File: config.mk
export PLATFORM = sky130hd
export DESIGN_NAME = bt_icache
export DESIGN_NICKNAME = d
export VERILOG_FILES = /design/src/rtl/bt_icache_pkg.sv /design/src/rtl/bt_miss_timer.sv /design/src/rtl/bt_line_buf.sv /design/src/rtl/bt_tag_store.sv /design/src/rtl/bt_icache.sv
export SDC_FILE = /design/constraint.sdc
export NUM_CORES = 2
export LEC_CHECK = 0
export BUFFER_PORTS_ARGS = -buffer_cell sky130_fd_sc_hd__buf_2
export CAP_MARGIN = 5
export CORE_ASPECT_RATIO = 1.5
export CORE_MARGIN = 2
export CORE_UTILIZATION = 40
export DETAILED_ROUTE_END_ITERATION = 10
export GPL_TIMING_DRIVEN = 0
export PLACE_DENSITY = 0.67
export SYNTH_ARGS = -nofsm -noshare
export SYNTH_HDL_FRONTEND = slang
export SYNTH_SLANG_ARGS = --single-unit
File: constraint.sdc
create_clock -name clk -period 3.81 [get_ports clk]
set_input_delay 0.381 -clock clk [delete_from_list [all_inputs] [get_ports clk]]
set_output_delay 0.381 -clock clk [all_outputs]
set_load 0.02 [all_outputs]
File: src/rtl/bt_icache_pkg.sv
package bt_icache_pkg;
    typedef enum logic [0:0] {
        S_IDLE = 1'b0,
        S_MISS = 1'b1
    } cache_state_e;
endpackage

File: src/rtl/bt_miss_timer.sv
module bt_miss_timer #(
    parameter int CNT_W = 4
) (
    input  logic             clk,
    input  logic             rst_n,
    input  logic             start,
    input  logic             run,
    output logic [CNT_W-1:0] cnt
);
    localparam logic [CNT_W-1:0] CNT_MAX = {CNT_W{1'b1}};

    logic [CNT_W-1:0] cnt_q;

    always_ff @(posedge clk or negedge rst_n) begin
        if (!rst_n) begin
            cnt_q <= '0;
        end else if (start) begin
            cnt_q <= CNT_W'(1);
        end else if (run && cnt_q != CNT_MAX) begin
            cnt_q <= cnt_q + CNT_W'(1);
        end
    end

    assign cnt = cnt_q;


    cnt_sat_chk: assert property (@(posedge clk) disable iff (!rst_n)
        (run && !start && cnt_q == CNT_MAX) |=> cnt_q == CNT_MAX);


    cnt_start_chk: assert property (@(posedge clk) disable iff (!rst_n)
        start |=> cnt_q == CNT_W'(1));
endmodule

File: src/rtl/bt_line_buf.sv
module bt_line_buf #(
    parameter int TAG_W  = 13,
    parameter int LINE_W = 32
) (
    input  logic              clk,
    input  logic              rst_n,
    input  logic              flush,
    input  logic              ld,
    input  logic [TAG_W-1:0]  ld_tag,
    input  logic [LINE_W-1:0] ld_line,
    input  logic [TAG_W-1:0]  lk_tag,
    output logic              lk_hit,
    output logic [LINE_W-1:0] lk_line
);
    logic              valid_q;
    logic [TAG_W-1:0]  tag_q;
    logic [LINE_W-1:0] line_q;

    always_ff @(posedge clk or negedge rst_n) begin
        if (!rst_n) begin
            valid_q <= 1'b0;
            tag_q   <= '0;
            line_q  <= '0;
        end else if (flush) begin
            valid_q <= 1'b0;
        end else if (ld) begin
            valid_q <= 1'b1;
            tag_q   <= ld_tag;
            line_q  <= ld_line;
        end
    end

    assign lk_hit  = valid_q && (tag_q == lk_tag);
    assign lk_line = line_q;


    lin_flush_chk: assert property (@(posedge clk) disable iff (!rst_n)
        flush |=> !valid_q);


    lin_load_chk: assert property (@(posedge clk) disable iff (!rst_n)
        (ld && !flush) |=> (valid_q && tag_q == $past(ld_tag) && line_q == $past(ld_line)));
endmodule

File: src/rtl/bt_tag_store.sv
module bt_tag_store #(
    parameter int SLOTS  = 32,
    parameter int TAG_W  = 13,
    parameter int LINE_W = 32,
    parameter int IDX_W  = $clog2(SLOTS)
) (
    input  logic              clk,
    input  logic              rst_n,
    input  logic [TAG_W-1:0]  lk_tag,
    output logic              lk_hit,
    output logic [LINE_W-1:0] lk_line,
    input  logic              flush,
    input  logic              pl_we,
    input  logic [IDX_W-1:0]  pl_idx,
    input  logic [TAG_W-1:0]  pl_tag,
    input  logic [LINE_W-1:0] pl_line,
    input  logic              pl_lock,
    input  logic              al_we,
    input  logic [IDX_W-1:0]  al_idx,
    input  logic [TAG_W-1:0]  al_tag,
    input  logic [LINE_W-1:0] al_line
);
    logic [SLOTS-1:0]  valid_q;
    logic [SLOTS-1:0]  lock_q;
    logic [SLOTS-1:0]  match;
    logic [TAG_W-1:0]  tag_q  [SLOTS];
    logic [LINE_W-1:0] line_q [SLOTS];

    for (genvar g = 0; g < SLOTS; g++) begin : g_slot
        logic pl_sel;
        logic al_sel;

        assign match[g] = valid_q[g] && (tag_q[g] == lk_tag);
        assign pl_sel   = pl_we && (pl_idx == IDX_W'(g));
        assign al_sel   = al_we && (al_idx == IDX_W'(g)) && !lock_q[g];

        always_ff @(posedge clk or negedge rst_n) begin
            if (!rst_n) begin
                valid_q[g] <= 1'b0;
                lock_q[g]  <= 1'b0;
                tag_q[g]   <= '0;
                line_q[g]  <= '0;
            end else if (flush) begin
                if (!lock_q[g]) begin
                    valid_q[g] <= 1'b0;
                end
            end else if (pl_sel) begin
                valid_q[g] <= 1'b1;
                lock_q[g]  <= pl_lock;
                tag_q[g]   <= pl_tag;
                line_q[g]  <= pl_line;
            end else if (al_sel) begin
                valid_q[g] <= 1'b1;
                tag_q[g]   <= al_tag;
                line_q[g]  <= al_line;
            end
        end


        lock_keep_chk: assert property (@(posedge clk) disable iff (!rst_n)
            (lock_q[g] && !pl_sel) |=> ($stable(tag_q[g]) && $stable(line_q[g]) && valid_q[g] == $past(valid_q[g])));
    end

    always_comb begin
        lk_line = '0;
        for (int i = SLOTS - 1; i >= 0; i--) begin
            if (match[i]) begin
                lk_line = line_q[i];
            end
        end
    end

    assign lk_hit = |match;


    flush_clear_chk: assert property (@(posedge clk) disable iff (!rst_n)
        flush |=> ((valid_q & ~lock_q) == '0));


    preload_set_chk: assert property (@(posedge clk) disable iff (!rst_n)
        (pl_we && !flush) |=> (valid_q[$past(pl_idx)] && lock_q[$past(pl_idx)] == $past(pl_lock)));
endmodule

File: src/rtl/bt_icache.sv
module bt_icache
    import bt_icache_pkg::*;
#(
    parameter int ADDR_W     = 15,
    parameter int SLOTS      = 32,
    parameter int LINE_BYTES = 4,
    parameter int THR_W      = 2,
    parameter int CNT_W      = 4,
    parameter int OFS_W      = $clog2(LINE_BYTES),
    parameter int TAG_W      = ADDR_W - OFS_W,
    parameter int LINE_W     = 8 * LINE_BYTES,
    parameter int IDX_W      = $clog2(SLOTS)
) (
    input  logic              clk,
    input  logic              rst_n,
    input  logic              fetch_req,
    input  logic [ADDR_W-1:0] fetch_addr,
    output logic              fetch_rdy,
    output logic [7:0]        fetch_byte,
    output logic              fl_req,
    output logic [TAG_W-1:0]  fl_tag,
    input  logic              fl_ack,
    input  logic [LINE_W-1:0] fl_line,
    input  logic [IDX_W-1:0]  victim_idx,
    input  logic              cfg_thr_we,
    input  logic [THR_W-1:0]  cfg_thr,
    input  logic              flush,
    input  logic              pl_we,
    input  logic [IDX_W-1:0]  pl_slot,
    input  logic [TAG_W-1:0]  pl_tag,
    input  logic [LINE_W-1:0] pl_line,
    input  logic              pl_lock
);
    cache_state_e      state_q;
    cache_state_e      state_d;
    logic [ADDR_W-1:0] miss_addr_q;
    logic [THR_W-1:0]  thr_q;
    logic [TAG_W-1:0]  lk_tag;
    logic              slot_hit;
    logic [LINE_W-1:0] slot_line;
    logic              lin_hit;
    logic [LINE_W-1:0] lin_line;
    logic              any_hit;
    logic [LINE_W-1:0] hit_line;
    logic              miss_start;
    logic              fill_done;
    logic              alloc_ok;
    logic [CNT_W-1:0]  stall_cnt;
    logic [OFS_W-1:0]  hit_sel;
    logic [OFS_W-1:0]  miss_sel;

    assign lk_tag    = fetch_addr[ADDR_W-1:OFS_W];
    assign hit_sel   = fetch_addr[OFS_W-1:0];
    assign miss_sel  = miss_addr_q[OFS_W-1:0];
    assign any_hit   = slot_hit || lin_hit;
    assign hit_line  = slot_hit ? slot_line : lin_line;

    assign miss_start = (state_q == S_IDLE) && fetch_req && !any_hit;
    assign fill_done  = (state_q == S_MISS) && fl_ack;
    assign alloc_ok   = fill_done && (stall_cnt > CNT_W'(thr_q));

    // State register
    always_ff @(posedge clk or negedge rst_n) begin
        if (!rst_n) begin
            state_q <= S_IDLE;
        end else begin
            state_q <= state_d;
        end
    end

    // Next state: hit_stay / miss_detect / wait_fill / fill_done
    always_comb begin
        state_d = state_q;
        unique case (state_q)
            S_IDLE: if (miss_start) state_d = S_MISS;
            S_MISS: if (fl_ack)     state_d = S_IDLE;
            default:                state_d = S_IDLE;
        endcase
    end

    // Outputs
    always_comb begin
        fetch_rdy  = 1'b0;
        fetch_byte = '0;
        fl_req     = 1'b0;
        unique case (state_q)
            S_IDLE: begin
                fetch_rdy  = fetch_req && any_hit;
                fetch_byte = hit_line[{hit_sel, 3'b000} +: 8];
            end
            S_MISS: begin
                fl_req     = 1'b1;
                fetch_rdy  = fl_ack;
                fetch_byte = fl_line[{miss_sel, 3'b000} +: 8];
            end
            default: ;
        endcase
    end

    assign fl_tag = miss_addr_q[ADDR_W-1:OFS_W];

    always_ff @(posedge clk or negedge rst_n) begin
        if (!rst_n) begin
            miss_addr_q <= '0;
        end else if (miss_start) begin
            miss_addr_q <= fetch_addr;
        end
    end

    always_ff @(posedge clk or negedge rst_n) begin
        if (!rst_n) begin
            thr_q <= '0;
        end else if (cfg_thr_we) begin
            thr_q <= cfg_thr;
        end
    end

    bt_miss_timer #(
        .CNT_W (CNT_W)
    ) u_timer (
        .clk   (clk),
        .rst_n (rst_n),
        .start (miss_start),
        .run   ((state_q == S_MISS) && !fl_ack),
        .cnt   (stall_cnt)
    );

    bt_tag_store #(
        .SLOTS  (SLOTS),
        .TAG_W  (TAG_W),
        .LINE_W (LINE_W),
        .IDX_W  (IDX_W)
    ) u_store (
        .clk     (clk),
        .rst_n   (rst_n),
        .lk_tag  (lk_tag),
        .lk_hit  (slot_hit),
        .lk_line (slot_line),
        .flush   (flush),
        .pl_we   (pl_we),
        .pl_idx  (pl_slot),
        .pl_tag  (pl_tag),
        .pl_line (pl_line),
        .pl_lock (pl_lock),
        .al_we   (alloc_ok),
        .al_idx  (victim_idx),
        .al_tag  (fl_tag),
        .al_line (fl_line)
    );

    bt_line_buf #(
        .TAG_W  (TAG_W),
        .LINE_W (LINE_W)
    ) u_linear (
        .clk     (clk),
        .rst_n   (rst_n),
        .flush   (flush),
        .ld      (fill_done),
        .ld_tag  (fl_tag),
        .ld_line (fl_line),
        .lk_tag  (lk_tag),
        .lk_hit  (lin_hit),
        .lk_line (lin_line)
    );


    fl_hold_chk: assert property (@(posedge clk) disable iff (!rst_n)
        (fl_req && !fl_ack) |=> (fl_req && $stable(fl_tag)));


    miss_req_chk: assert property (@(posedge clk) disable iff (!rst_n)
        miss_start |=> (fl_req && fl_tag == $past(fetch_addr[ADDR_W-1:OFS_W])));


    rdy_req_chk: assert property (@(posedge clk) disable iff (!rst_n)
        fetch_rdy |-> fetch_req);


    thr_load_chk: assert property (@(posedge clk) disable iff (!rst_n)
        cfg_thr_we |=> thr_q == $past(cfg_thr));
endmodule

==> summary.md <==
| Metric | Value |
|---|---|
| Outcome | `complete, but fails checks` |
| Violated checks | `capacitance limit, slew limit, setup timing` |
| Initial core utilization | `0.4021` |
| Final critical-path required period | `6.218 ns` |
| Number of search-and-repair iterations in the first detailed-routing pass | `6` |
| Mapped Cells | `9561` |
| Global-route usage over all layers | `0.4745` |
| Number of clock buffers inserted by TritonCTS | `178` |
| Setup violators final | `15` |
| Die Outline Area | `225200 um^2` |
| Capturing element type of the critical path | `output pin` |
| Startpoint Class | `flop` |
| Required arrival time at the worst endpoint | `3.43 ns` |
| Chip height | `580.2 um` |
| Maximum number of pins on one net before global-route repair | `152` |
| Nets in the synthesized netlist | `9676` |
| Fraction of layout cells with a size suffix above 1 | `0.1280` |
| Leakage power | `52.10 nW` |
| Row cnt | `211` |
| Overall die width | `388.2 um` |
| Slew margin rel. | `-0.1193` |
| Clock tree from TritonCTS | `done` |
| Launch instance of the worst register-to-register path | `u_timer.cnt[1]$_DFFE_PN0P_` |
| Root cell of the clock tree | `sky130_fd_sc_hd__clkbuf_16` |
| Start point of the critical path | `u_store.tag_q[74]$_DFFE_PN0P_` |
| Final ANT Viol Nets | `0` |
| Post-detailed-route wirelength per cell | `41.94 um` |
| Post-synthesis area per instance | `9.261 um^2` |
| Worst slack after detailed placement | `-4.133 ns` |
| Async set-reset flop share out of synthesis | `1.000` |
| Clock tree sinks | `1572` |
| Setup slack of the worst register-to-register path | `-0.02 ns` |
| Number of max-cap violations | `14` |
| Ys Warns | `0` |
| Sequential share of the synthesized area | `0.4443` |
| Via-per-instance ratio | `6.737` |
| Input/output buffers | `84` |
| Core region area | `220200 um^2` |
| Clock skew after layout | `0.07408 ns` |
| CTS max path bufs | `4` |
| Total overflow reported by the global router | `0` |
| Worst reg2reg endpoint | `u_store.line_q[166]$_DFFE_PN0P_` |
| Fmax | `0.1608 GHz` |
| Number of distinct library cell variants in the gate-level netlist after synthesis | `112` |
| Final worst hold slack | `0.002800 ns` |
| Worst EP arrival | `5.84 ns` |
| Total via count after detailed routing | `88120` |
| Global-route wire length before repair | `729.8 mm` |
| Worst hold path type | `primary input to asynchronous set/reset pin` |
| Flip-flop and latch count after synthesis | `1572` |
| RSZ-0062 raised after global routing | `true` |
| Number of antenna violations at the first check in global routing | `50` |
| Period Utilization, post-route | `1.632` |
| Largest fanout on the critical path | `8` |
| Commonest non-fill, non-tap cell in the layout | `sky130_fd_sc_hd__nand2_1` |
| Count of unresolved DRC violations after routing | `0` |
| Synth-to-layout area growth | `17.63%` |
| Clock insertion delay at the later pin of the skew report | `0.91 ns` |
| Critical Setup Path Class | `flop to output pin` |
| IO Pins | `135` |
| Netlist Area Pre-Place | `88540 um^2` |
| Count of flip-flops with a built-in enable after synthesis | `0` |
| Number of H-tree levels | `4` |
| Weighted congestion reported at the end of routability-driven placement | `1.101` |
| Peak supply drop | `403.1 uV` |
| Top library cells by usage in the layout, fill and taps aside | `sky130_fd_sc_hd__nand2_1 (1711), sky130_fd_sc_hd__o21ai_0 (1591), sky130_fd_sc_hd__dfrtp_1 (1572), sky130_fd_sc_hd__mux2i_1 (1446), sky130_fd_sc_hd__clkbuf_1 (692)` |
| Cell count of the worst reg-to-reg path | `11` |
| Minimum setup slack in the final design | `-2.408 ns` |
| Final number of max-transition violations | `142` |
| WL final | `548.5 mm` |
| Final Net Count | `10140` |
| Final Hold Vio Count | `0` |
| Number of global-route vias before repair | `84780` |
| Power density cells | `499.4 nW/um^2` |
| First-iteration detailed-routing DRC count | `13180` |
| Detailed Place HPWL | `418.2 mm` |
| Share of the core filled with cells in the final layout | `0.4730` |
| Slew of the pin with the lowest slew margin | `1.679 ns` |
| Dominant synthesized flop cell | `sky130_fd_sc_hd__dfrtp_1` |
| Setup_tns | `-16.52 ns` |
| Power consumption | `52.01 mW` |
| Clk pin slew, worst setup/hold paths | `0.07 ns` |
| End point of the critical path | `fetch_byte[5]` |
==> cells in the mapped netlist (22+ instances only) <==
master / count / share of area
sky130_fd_sc_hd__mux2_2: 86 / 0.011
sky130_fd_sc_hd__buf_2: 33 / 0.0019
sky130_fd_sc_hd__nand4_1: 120 / 0.0085
sky130_fd_sc_hd__buf_6: 47 / 0.0060
sky130_fd_sc_hd__nand2_1: 1717 / 0.073
sky130_fd_sc_hd__mux2i_1: 1446 / 0.16
sky130_fd_sc_hd__clkbuf_1: 836 / 0.035
sky130_fd_sc_hd__buf_4: 36 / 0.0031
sky130_fd_sc_hd__a22oi_1: 25 / 0.0021
sky130_fd_sc_hd__o221ai_1: 111 / 0.011
sky130_fd_sc_hd__o211ai_1: 40 / 0.0034
sky130_fd_sc_hd__buf_1: 53 / 0.0022
sky130_fd_sc_hd__nor3_1: 99 / 0.0056
sky130_fd_sc_hd__o22ai_1: 74 / 0.0052
sky130_fd_sc_hd__nand3_1: 76 / 0.0043
sky130_fd_sc_hd__or4_1: 22 / 0.0019
sky130_fd_sc_hd__and3_1: 34 / 0.0024
sky130_fd_sc_hd__inv_1: 23 / 0.00098
sky130_fd_sc_hd__a31oi_1: 31 / 0.0022
sky130_fd_sc_hd__xnor2_1: 294 / 0.029
sky130_fd_sc_hd__a21oi_1: 189 / 0.011
sky130_fd_sc_hd__a221oi_1: 90 / 0.0089
sky130_fd_sc_hd__xor2_1: 134 / 0.013
sky130_fd_sc_hd__nor4_1: 63 / 0.0045
sky130_fd_sc_hd__dfrtp_1: 1572 / 0.44
sky130_fd_sc_hd__nor2_1: 302 / 0.013
sky130_fd_sc_hd__o21ai_0: 1619 / 0.092
==> cell type report <==
class,instances,area (um^2)
fillers,21430,116000
flip-flops and latches,1572,39340
clock buffers,263,5339
inverters,25,93.84
well taps,2875,3597
plain buffers,1017,5071
repair buffers,296,2870
multi-input cells,6939,47120
clock inverters,55,638.1
diodes,37,92.59
==> metrics by stage <==
step	cell area [um^2]	std cells
after global placement	92570	12520
after CTS	102900	13010
final	104200	13080
after global routing	104100	13050
after detailed placement	93500	12570
after floorplan	88550	9561
==> critical path, stage by stage, from the launching register on <==
cell	delay [ns]
sky130_fd_sc_hd__dfrtp_1	0.39
sky130_fd_sc_hd__xor2_1	0.15
sky130_fd_sc_hd__a21o_1	0.20
sky130_fd_sc_hd__nor4_4	0.48
sky130_fd_sc_hd__a31oi_4	0.30
sky130_fd_sc_hd__buf_12	0.23
sky130_fd_sc_hd__buf_16	0.15
sky130_fd_sc_hd__a221oi_4	0.55
sky130_fd_sc_hd__o211ai_1	0.35
sky130_fd_sc_hd__o211ai_1	0.29
sky130_fd_sc_hd__nand4_1	0.47
sky130_fd_sc_hd__a21oi_4	0.54
sky130_fd_sc_hd__o211ai_1	0.35
sky130_fd_sc_hd__a2bb2oi_4	0.29
sky130_fd_sc_hd__buf_6	0.16
==> registers in the layout, summed over array words and instances, names as in the netlist <==
signal and flops:
u_store.line_q 1024, u_linear.lk_line 32, u_linear.tag_q 13, thr_q 2
u_timer.cnt 4, u_store.valid_q 32, u_linear.valid_q 1, miss_addr_q 15
state_q 1, u_store.tag_q 416, u_store.lock_q 32
==> kinds of logic after synthesis <==
kind of cell | after synthesis | synth area share
flops | 1572 | 0.4443
mux | 1546 | 0.1773
xor+xnor | 429 | 0.04252
compound gates | 2385 | 0.1563
buf+inv | 1050 | 0.05325
fa+ha+maj | 3 | 0.0004240
simple gates | 2576 | 0.1260
==> where the power goes <==
part	internal, mW	total (mW)	switching, mW
Clock	10.6	18.7	8.10
Sequential	20.3	23.2	2.92
Combinational	3.61	10.1	6.53
==> worst min-delay path by stage <==
| stage | start | endpoint | slack, ns | cells past startpoint |
|---|---|---|---|---|
| global route | rst_n | u_store.tag_q[324]$_DFFE_PN0P_ | 0.05 | 2 |
| CTS | rst_n | u_store.tag_q[366]$_DFFE_PN0P_ | 0.01 | 2 |
| finish | rst_n | u_store.tag_q[335]$_DFFE_PN0P_ | 0.003 | 2 |
| detailed placement | rst_n | u_store.tag_q[335]$_DFFE_PN0P_ | 0.30 | 1 |
| floorplan | rst_n | miss_addr_q[0]$_DFFE_PN0P_ | 0.09 | 0 |
| global placement | u_store.line_q[40]$_DFFE_PN0P_ | u_store.line_q[40]$_DFFE_PN0P_ | 0.45 | 2 |
==> layer usage <==
layer,track usage,up-vias,share of wire
met5,0.006203,-,0.00055
met4,0.4864,22,0.13
met3,0.1520,2298,0.11
met2,0.6854,6763,0.42
met1,0.5377,44300,0.34
li1,-,34740,-
==> repair_timing <==
item | CTS | global route
endpoints found under the setup margin | 1501 | 842
cloned | 0 | 1
endpoints found under the hold margin | 452 | 0
setup buffers | 63 | 25
gates resized for setup | 535 | 282
hold buffers | 63 | 0
pin swaps | 87 | 69
Note: power is estimated with default switching activity, not from simulation.
